$ cat src/rtl/fmon_pkg.sv
package fmon_pkg;

    typedef enum logic [1:0] {
        EDGE_RISE  = 2'b00,
        EDGE_FALL  = 2'b01,
        EDGE_BOTH  = 2'b10,
        EDGE_BOTHX = 2'b11
    } edge_mode_e;

    typedef enum logic [1:0] {
        A_CTRL  = 2'd0,
        A_UPPER = 2'd1,
        A_LOWER = 2'd2,
        A_CLEAR = 2'd3
    } reg_addr_e;

    // bit 0 measurement end, bit 1 frequency error, bit 2 overflow
    typedef struct packed {
        logic ovf;
        logic ferr;
        logic meas;
    } flags_t;

    // bit 0 run, bits 2:1 edge mode, bits 5:3 interrupt enables
    typedef struct packed {
        flags_t     ie;
        edge_mode_e mode;
        logic       run;
    } ctrl_t;

    localparam int CTRL_W = $bits(ctrl_t);
    localparam int FLAG_W = $bits(flags_t);

    function automatic logic edge_pick(edge_mode_e m, logic rise, logic fall);
        case (m)
            EDGE_RISE: return rise;
            EDGE_FALL: return fall;
            default:   return rise | fall;
        endcase
    endfunction

endpackage

$ cat src/rtl/fmon_regs.sv
module fmon_regs
    import fmon_pkg::*;
#(
    parameter int CNT_W  = 16,
    parameter int DATA_W = 16
) (
    input  logic              clk,
    input  logic              rst,
    input  logic              we,
    input  logic [1:0]        addr,
    input  logic [DATA_W-1:0] wdata,
    output ctrl_t             ctrl_o,
    output logic [CNT_W-1:0]  upper_o,
    output logic [CNT_W-1:0]  lower_o,
    output flags_t            clr_o
);

    ctrl_t            ctrl_q;
    logic [CNT_W-1:0] upper_q;
    logic [CNT_W-1:0] lower_q;

    always_ff @(posedge clk) begin
        if (rst) begin
            ctrl_q  <= '0;
            upper_q <= '1;
            lower_q <= '0;
        end else if (we) begin
            case (reg_addr_e'(addr))
                A_CTRL:  ctrl_q  <= ctrl_t'(wdata[CTRL_W-1:0]);
                A_UPPER: upper_q <= wdata[CNT_W-1:0];
                A_LOWER: lower_q <= wdata[CNT_W-1:0];
                default: ;
            endcase
        end
    end

    always_comb begin
        clr_o = '0;
        if (we && reg_addr_e'(addr) == A_CLEAR) begin
            clr_o = flags_t'(wdata[FLAG_W-1:0]);
        end
    end

    assign ctrl_o  = ctrl_q;
    assign upper_o = upper_q;
    assign lower_o = lower_q;

endmodule

$ cat src/rtl/fmon_refsync.sv
module fmon_refsync
    import fmon_pkg::*;
#(
    parameter int SYNC_N = 2
) (
    input  logic       clk,
    input  logic       rst,
    input  logic       ref_i,
    input  edge_mode_e mode,
    output logic       hit_o
);

    localparam int SH_W = SYNC_N + 1;

    logic [SH_W-1:0] sh_q;
    logic            rise;
    logic            fall;

    always_ff @(posedge clk) begin
        if (rst) begin
            sh_q <= '0;
        end else begin
            sh_q <= {sh_q[SH_W-2:0], ref_i};
        end
    end

    assign rise  =  sh_q[SYNC_N-1] & ~sh_q[SYNC_N];
    assign fall  = ~sh_q[SYNC_N-1] &  sh_q[SYNC_N];
    assign hit_o = edge_pick(mode, rise, fall);

endmodule

$ cat src/rtl/fmon_window_cnt.sv
module fmon_window_cnt #(
    parameter int CNT_W = 16
) (
    input  logic             clk,
    input  logic             rst,
    input  logic             run,
    input  logic             hit,
    output logic [CNT_W-1:0] cnt_o,
    output logic             armed_o,
    output logic             cmp_o,
    output logic             wrap_o
);

    localparam logic [CNT_W-1:0] CNT_MAX = '1;
    localparam logic [CNT_W-1:0] CNT_ONE = CNT_W'(1);

    logic [CNT_W-1:0] cnt_q;
    logic             armed_q;

    always_ff @(posedge clk) begin
        if (rst || !run) begin
            cnt_q   <= '0;
            armed_q <= 1'b0;
        end else if (hit) begin
            cnt_q   <= CNT_ONE;
            armed_q <= 1'b1;
        end else if (armed_q) begin
            cnt_q   <= cnt_q + CNT_ONE;
        end
    end

    assign cmp_o   = run & hit & armed_q;
    assign wrap_o  = run & armed_q & ~hit & (cnt_q == CNT_MAX);
    assign cnt_o   = cnt_q;
    assign armed_o = armed_q;

endmodule

$ cat src/rtl/fmon_judge.sv
module fmon_judge
    import fmon_pkg::*;
#(
    parameter int CNT_W = 16
) (
    input  logic             clk,
    input  logic             rst,
    input  logic             cmp,
    input  logic             wrap,
    input  logic [CNT_W-1:0] cnt,
    input  logic [CNT_W-1:0] upper,
    input  logic [CNT_W-1:0] lower,
    input  flags_t           clr,
    output flags_t           flags_o,
    output logic [CNT_W-1:0] cap_o
);

    flags_t           flags_q;
    flags_t           set_v;
    logic [CNT_W-1:0] cap_q;
    logic             out_of_band;

    assign out_of_band = (cnt > upper) || (cnt < lower);

    always_comb begin
        set_v      = '0;
        set_v.meas = cmp;
        set_v.ferr = cmp & out_of_band;
        set_v.ovf  = wrap;
    end

    always_ff @(posedge clk) begin
        if (rst) begin
            flags_q <= '0;
            cap_q   <= '0;
        end else begin
            flags_q <= (flags_q & ~clr) | set_v;
            if (cmp) begin
                cap_q <= cnt;
            end
        end
    end

    assign flags_o = flags_q;
    assign cap_o   = cap_q;

endmodule

$ cat src/rtl/fmon_top.sv
module fmon_top
    import fmon_pkg::*;
#(
    parameter int CNT_W  = 16,
    parameter int DATA_W = 16,
    parameter int SYNC_N = 2
) (
    input  logic              clk_mon,
    input  logic              rst,
    input  logic              ref_in,
    input  logic              cfg_we,
    input  logic [1:0]        cfg_addr,
    input  logic [DATA_W-1:0] cfg_wdata,
    output logic              irq_meas,
    output logic              irq_ferr,
    output logic              irq_ovf,
    output logic [2:0]        flag_o,
    output logic [CNT_W-1:0]  cap_count
);

    ctrl_t            ctrl_q;
    flags_t           clr_pulse;
    flags_t           flag_q;
    logic [CNT_W-1:0] upper_lim;
    logic [CNT_W-1:0] lower_lim;
    logic [CNT_W-1:0] win_cnt;
    logic             win_armed;
    logic             edge_hit;
    logic             cmp_pulse;
    logic             wrap_pulse;

    fmon_regs #(.CNT_W(CNT_W), .DATA_W(DATA_W)) u_regs (
        .clk     (clk_mon),
        .rst     (rst),
        .we      (cfg_we),
        .addr    (cfg_addr),
        .wdata   (cfg_wdata),
        .ctrl_o  (ctrl_q),
        .upper_o (upper_lim),
        .lower_o (lower_lim),
        .clr_o   (clr_pulse)
    );

    fmon_refsync #(.SYNC_N(SYNC_N)) u_sync (
        .clk   (clk_mon),
        .rst   (rst),
        .ref_i (ref_in),
        .mode  (ctrl_q.mode),
        .hit_o (edge_hit)
    );

    fmon_window_cnt #(.CNT_W(CNT_W)) u_cnt (
        .clk     (clk_mon),
        .rst     (rst),
        .run     (ctrl_q.run),
        .hit     (edge_hit),
        .cnt_o   (win_cnt),
        .armed_o (win_armed),
        .cmp_o   (cmp_pulse),
        .wrap_o  (wrap_pulse)
    );

    fmon_judge #(.CNT_W(CNT_W)) u_judge (
        .clk     (clk_mon),
        .rst     (rst),
        .cmp     (cmp_pulse),
        .wrap    (wrap_pulse),
        .cnt     (win_cnt),
        .upper   (upper_lim),
        .lower   (lower_lim),
        .clr     (clr_pulse),
        .flags_o (flag_q),
        .cap_o   (cap_count)
    );

    assign irq_meas = flag_q.meas & ctrl_q.ie.meas;
    assign irq_ferr = flag_q.ferr & ctrl_q.ie.ferr;
    assign irq_ovf  = flag_q.ovf  & ctrl_q.ie.ovf;
    assign flag_o   = flag_q;

endmodule

$ cat config.mk
export PLATFORM = sky130hd
export DESIGN_NAME = fmon_top
export DESIGN_NICKNAME = d
export VERILOG_FILES = /design/src/rtl/fmon_pkg.sv /design/src/rtl/fmon_regs.sv /design/src/rtl/fmon_refsync.sv /design/src/rtl/fmon_window_cnt.sv /design/src/rtl/fmon_judge.sv /design/src/rtl/fmon_top.sv
export SDC_FILE = /design/constraint.sdc
export NUM_CORES = 1
export LEC_CHECK = 0
export BUFFER_PORTS_ARGS = -buffer_cell sky130_fd_sc_hd__buf_2
export CAP_MARGIN = 20
export CELL_PAD_IN_SITES_DETAIL_PLACEMENT = 0
export CELL_PAD_IN_SITES_GLOBAL_PLACEMENT = 1
export CORE_MARGIN = 4
export CORE_UTILIZATION = 45
export DETAILED_ROUTE_END_ITERATION = 8
export GPL_TIMING_DRIVEN = 0
export PLACE_DENSITY = 0.9
export SLEW_MARGIN = 20
export SYNTH_ARGS = -nofsm -noshare
export SYNTH_HDL_FRONTEND = slang
export SYNTH_HIERARCHICAL = 1
export SYNTH_SLANG_ARGS = --single-unit
$ cat constraint.sdc
create_clock -name clk_mon -period 2.7 [get_ports clk_mon]
set_clock_uncertainty 0.05 [all_clocks]
set_input_delay 0.27 -clock clk_mon [delete_from_list [all_inputs] [get_ports clk_mon]]
set_output_delay 0.27 -clock clk_mon [all_outputs]
set_load 0.03 [all_outputs]
==> impl_metrics.csv <==
group,metric,value,unit
setup_path,worstPathArrival,2.52,ns
setup_path,r2r-end,"u_judge/cap_o[4]$_SDFFE_PP0P_",
clock_network,cts_htree_levels,3,
yosys,yosysWarnings,6,
yosys,synth_compound_area_frac,0.05114,
yosys,yosys.area.top_type,"dfxtp_1",
drt,ant_nets,0,
power_and_ir_drop,p_per_area,477.2,nW/um^2
yosys,synth_area_per_cell,9.078,sq um
clock_network,insertion_delay,0.34,ns
floorplan,ioPinCount,44,
yosys,synth_top_flop_cell,"dfxtp_1",
grt,grt_pass1_vias,3024,
cells_and_area,multi_input_area,2215,sq um
floorplan,coreArea,8678,sq um
floorplan,die_w,102.4,microns
yosys,synth.top_cells.by_count,"dfxtp_1, nor2_1, mux2i_1, nand2b_1, inv_1",
yosys,synth_edf_count,0,
yosys,synthAdderAreaFrac,0.1060,
drt,drcViolationCount,0,
setup_path,path_cells,"inv_1 > ha_1 > mux2i_1 > and3_1 > buf_2 > buf_2 > mux2i_1 > nor2_1",
floorplan,die-area,10490,sq um
drt,wire_per_inst,13.91,microns
yosys,post_synth_instance_area,4013,sq um
sta,relSlewSlack,0.6114,
place,gp_congestion,0.8089,
setup_path,worst-path-buf-inv,3,
yosys,synth_top_area_share,0.3842,
clock_network,path_clk_slew,0.08,ns
setup_path,crit_end,"u_judge/cap_o[4]$_SDFFE_PP0P_",
grt,grt_antenna_before_repair,0,
grt,gr-total-overflow,0,
grt,grt_usage,0.1715,
sta,hold_viol,0,
yosys,synth_most_common_cell,"dfxtp_1",
setup_path,crit_slowest_cell,"mux2i_1",
setup_path,startpoint,"u_sync/sh_q[1]$_SDFF_PP0_",
setup_path,crit_family,"buffers and inverters",
place,pre_cts_ws,0.3240,ns
sta,drv_slew,0,
grt,grt_pass1_wl,14.21,mm
clock_network,cts_buffer_depth,2,
yosys,ys_ff_latch,77,
cells_and_area,n_antenna_cell,0,
setup_path,crit_cells,8,
yosys,synthXorXnorAreaFrac,0.02838,
yosys,synth_cell_type_count,40,
hold_path,hp-class,"input port to flop",
sta,final.min_clock_period,2.351,ns
power_and_ir_drop,ir_drop,0.0002672,V
setup_path,cp.required,2.87,ns
flow_run,drv_cap,0,
setup_path,crit_fanout,10,
drt,vias,3092,
sta,rsz0062_at_grt,"no",
floorplan,rows,34,
floorplan,die_h,102.4,microns
sta,setup_viol,0,
setup_path,start_kind,"flop",
clock_network,cts_setup_buffers,0,
yosys,yosysSeqAreaShare,0.3842,
sta,fin_ws,0.3491,ns
cells_and_area,register_area,1541,sq um
sta,worst_pin_slew,0.5829,ns
setup_path,worst_r2r_path_depth,8,
floorplan,start_util,0.4624,
clock_network,cts_sinks,77,
sta,hold_slack,0.1162,ns
place,port-buffer-count,43,
setup_path,end_kind,"flop",
power_and_ir_drop,p_leak,1.987,nW
yosys,synthTopCellsByArea,"dfxtp_1, mux2i_1, ha_1",
cells_and_area,drive_gt1_frac,0.1517,
yosys,async_flop_share,0,
setup_path,reg2reg_from,"u_sync/sh_q[1]$_SDFF_PP0_",
drt,drt_pass1_iterations,4,
cells_and_area,nNetsFinal,552,
outcome,status,"completed",
place,dp_hpwl,6.672,mm
yosys,syn-num-nets,498,
power_and_ir_drop,power.total,2.176,mW
clock_network,cts_tree,"yes",
cells_and_area,final_util,0.5254,
drt,avgViaCountPerCell,5.077,
yosys,muxShareOfSynthArea,0.1422,
grt,grt_max_degree,13,
setup_path,slowest_delay,0.35,ns
clock_network,cts_resized,0,
yosys,synthCells,442,
sta,min_period_over_period,0.8707,
setup_path,path_class,"flop to flop",
sta,max_freq,425.4,MHz
clock_network,clock-root-buffer,"clkbuf_8",
yosys,synth-simple-area-share,0.2242,
drt,drt_iter0_markers,69,
cells_and_area,num-fill-cells,843,
clock_network,postCtsHoldBufs,0,
yosys,synth_top_family_by_area,"simple AND/OR/NAND/NOR gates",
setup_path,r2r_slack,0.35,ns
sta,final.setup.tns,0,ns
clock_network,cts_buffers,9,
drt,drt-total-wl,8.470,mm
cells_and_area,syn_to_final_growth,13.63,%
how the worst min path moves through the flow:
stage | start | endpoint | cells after the start
after CTS | ref_in | u_sync/sh_q[0]$_SDFF_PP0_ | 2
after global routing | rst | u_sync/sh_q[2]$_SDFF_PP0_ | 2
after floorplan | rst | u_sync/sh_q[2]$_SDFF_PP0_ | 1
final | ref_in | u_sync/sh_q[0]$_SDFF_PP0_ | 2
after detailed placement | u_sync/sh_q[0]$_SDFF_PP0_ | u_sync/sh_q[1]$_SDFF_PP0_ | 1
after global placement | u_sync/sh_q[0]$_SDFF_PP0_ | u_sync/sh_q[1]$_SDFF_PP0_ | 1
cells in the final DEF, fill, tap and decap left out, drive strengths merged, types with 2 or more instances in the layout:
master,n
dfxtp,77
nor2,70
mux2i,57
buf,52
nand2b,42
inv,38
ha,34
clkbuf,25
a21oi,12
nand2,10
nand4,10
xnor2,8
and2,7
nand3,7
nor4,6
nor3,5
o21ai,5
xor2,5
nor2b,4
and3,4
a211oi,3
o31ai,2
a21o,2
o211ai,2
and3b,2
or2,2
sequential cells by signal, indices dropped and copies added (netlist names):
register         cells
u_cnt/cnt_o         16
u_judge/cap_o       16
u_regs/lower_o      16
u_regs/upper_o      16
u_regs/ctrl_o        6
u_judge/flags_o      3
u_sync/sh_q          3
u_cnt/armed_o        1
layer usage:
layer	share of wire	track usage	routed length (microns)	vias to the layer above
li1	-	-	-	1595
met3	0.028	0.02935	235	13
met4	0.017	0.07568	146	0
met2	0.48	0.2845	4072	45
met5	0	0	0	-
met1	0.47	0.2181	4016	1439
metrics by stage:
stage | instances | instance area (sq um)
finish | 609 | 4559
global route | 609 | 4559
CTS | 609 | 4559
detailed placement | 593 | 4363
global placement | 593 | 4363
floorplan | 442 | 4013
where the power goes:
part	leakage [nW]	switching, mW	total [mW]	internal, mW
registers	0.624	0.0116	1.17	1.16
logic	1.26	0.0860	0.159	0.0734
clock network	0.103	0.411	0.848	0.438
worst register-to-register path: cells and delay by family (launching register included):
| kind | cells | cell delay (ns) |
|---|---|---|
| multiplexers | 2 | 0.61 |
| flip-flops | 1 | 0.34 |
| buffers and inverters | 3 | 0.66 |
| adder cells (fa/ha/maj) | 1 | 0.30 |
| AND/OR/NAND/NOR | 2 | 0.28 |
cell type report:
class | instances | area share
plain buffers | 20 | 0.02580
clock buffers | 14 | 0.04007
clock inverters | 2 | 0.003019
inverters | 37 | 0.03046
multi-input cells | 308 | 0.4857
flip-flops and latches | 77 | 0.3381
well taps | 108 | 0.02964
repair buffers | 43 | 0.04720
logic make-up after synthesis:
kind of cell	count (synthesis)
DFF	77
buffers and inverters	57
and+or+nand+nor	173
AOI/OAI and AO/OA	31
adders and majority gates	34
muxes	57
xor gates and xnor gates	13
Note: power is estimated with default switching activity, not from simulation.
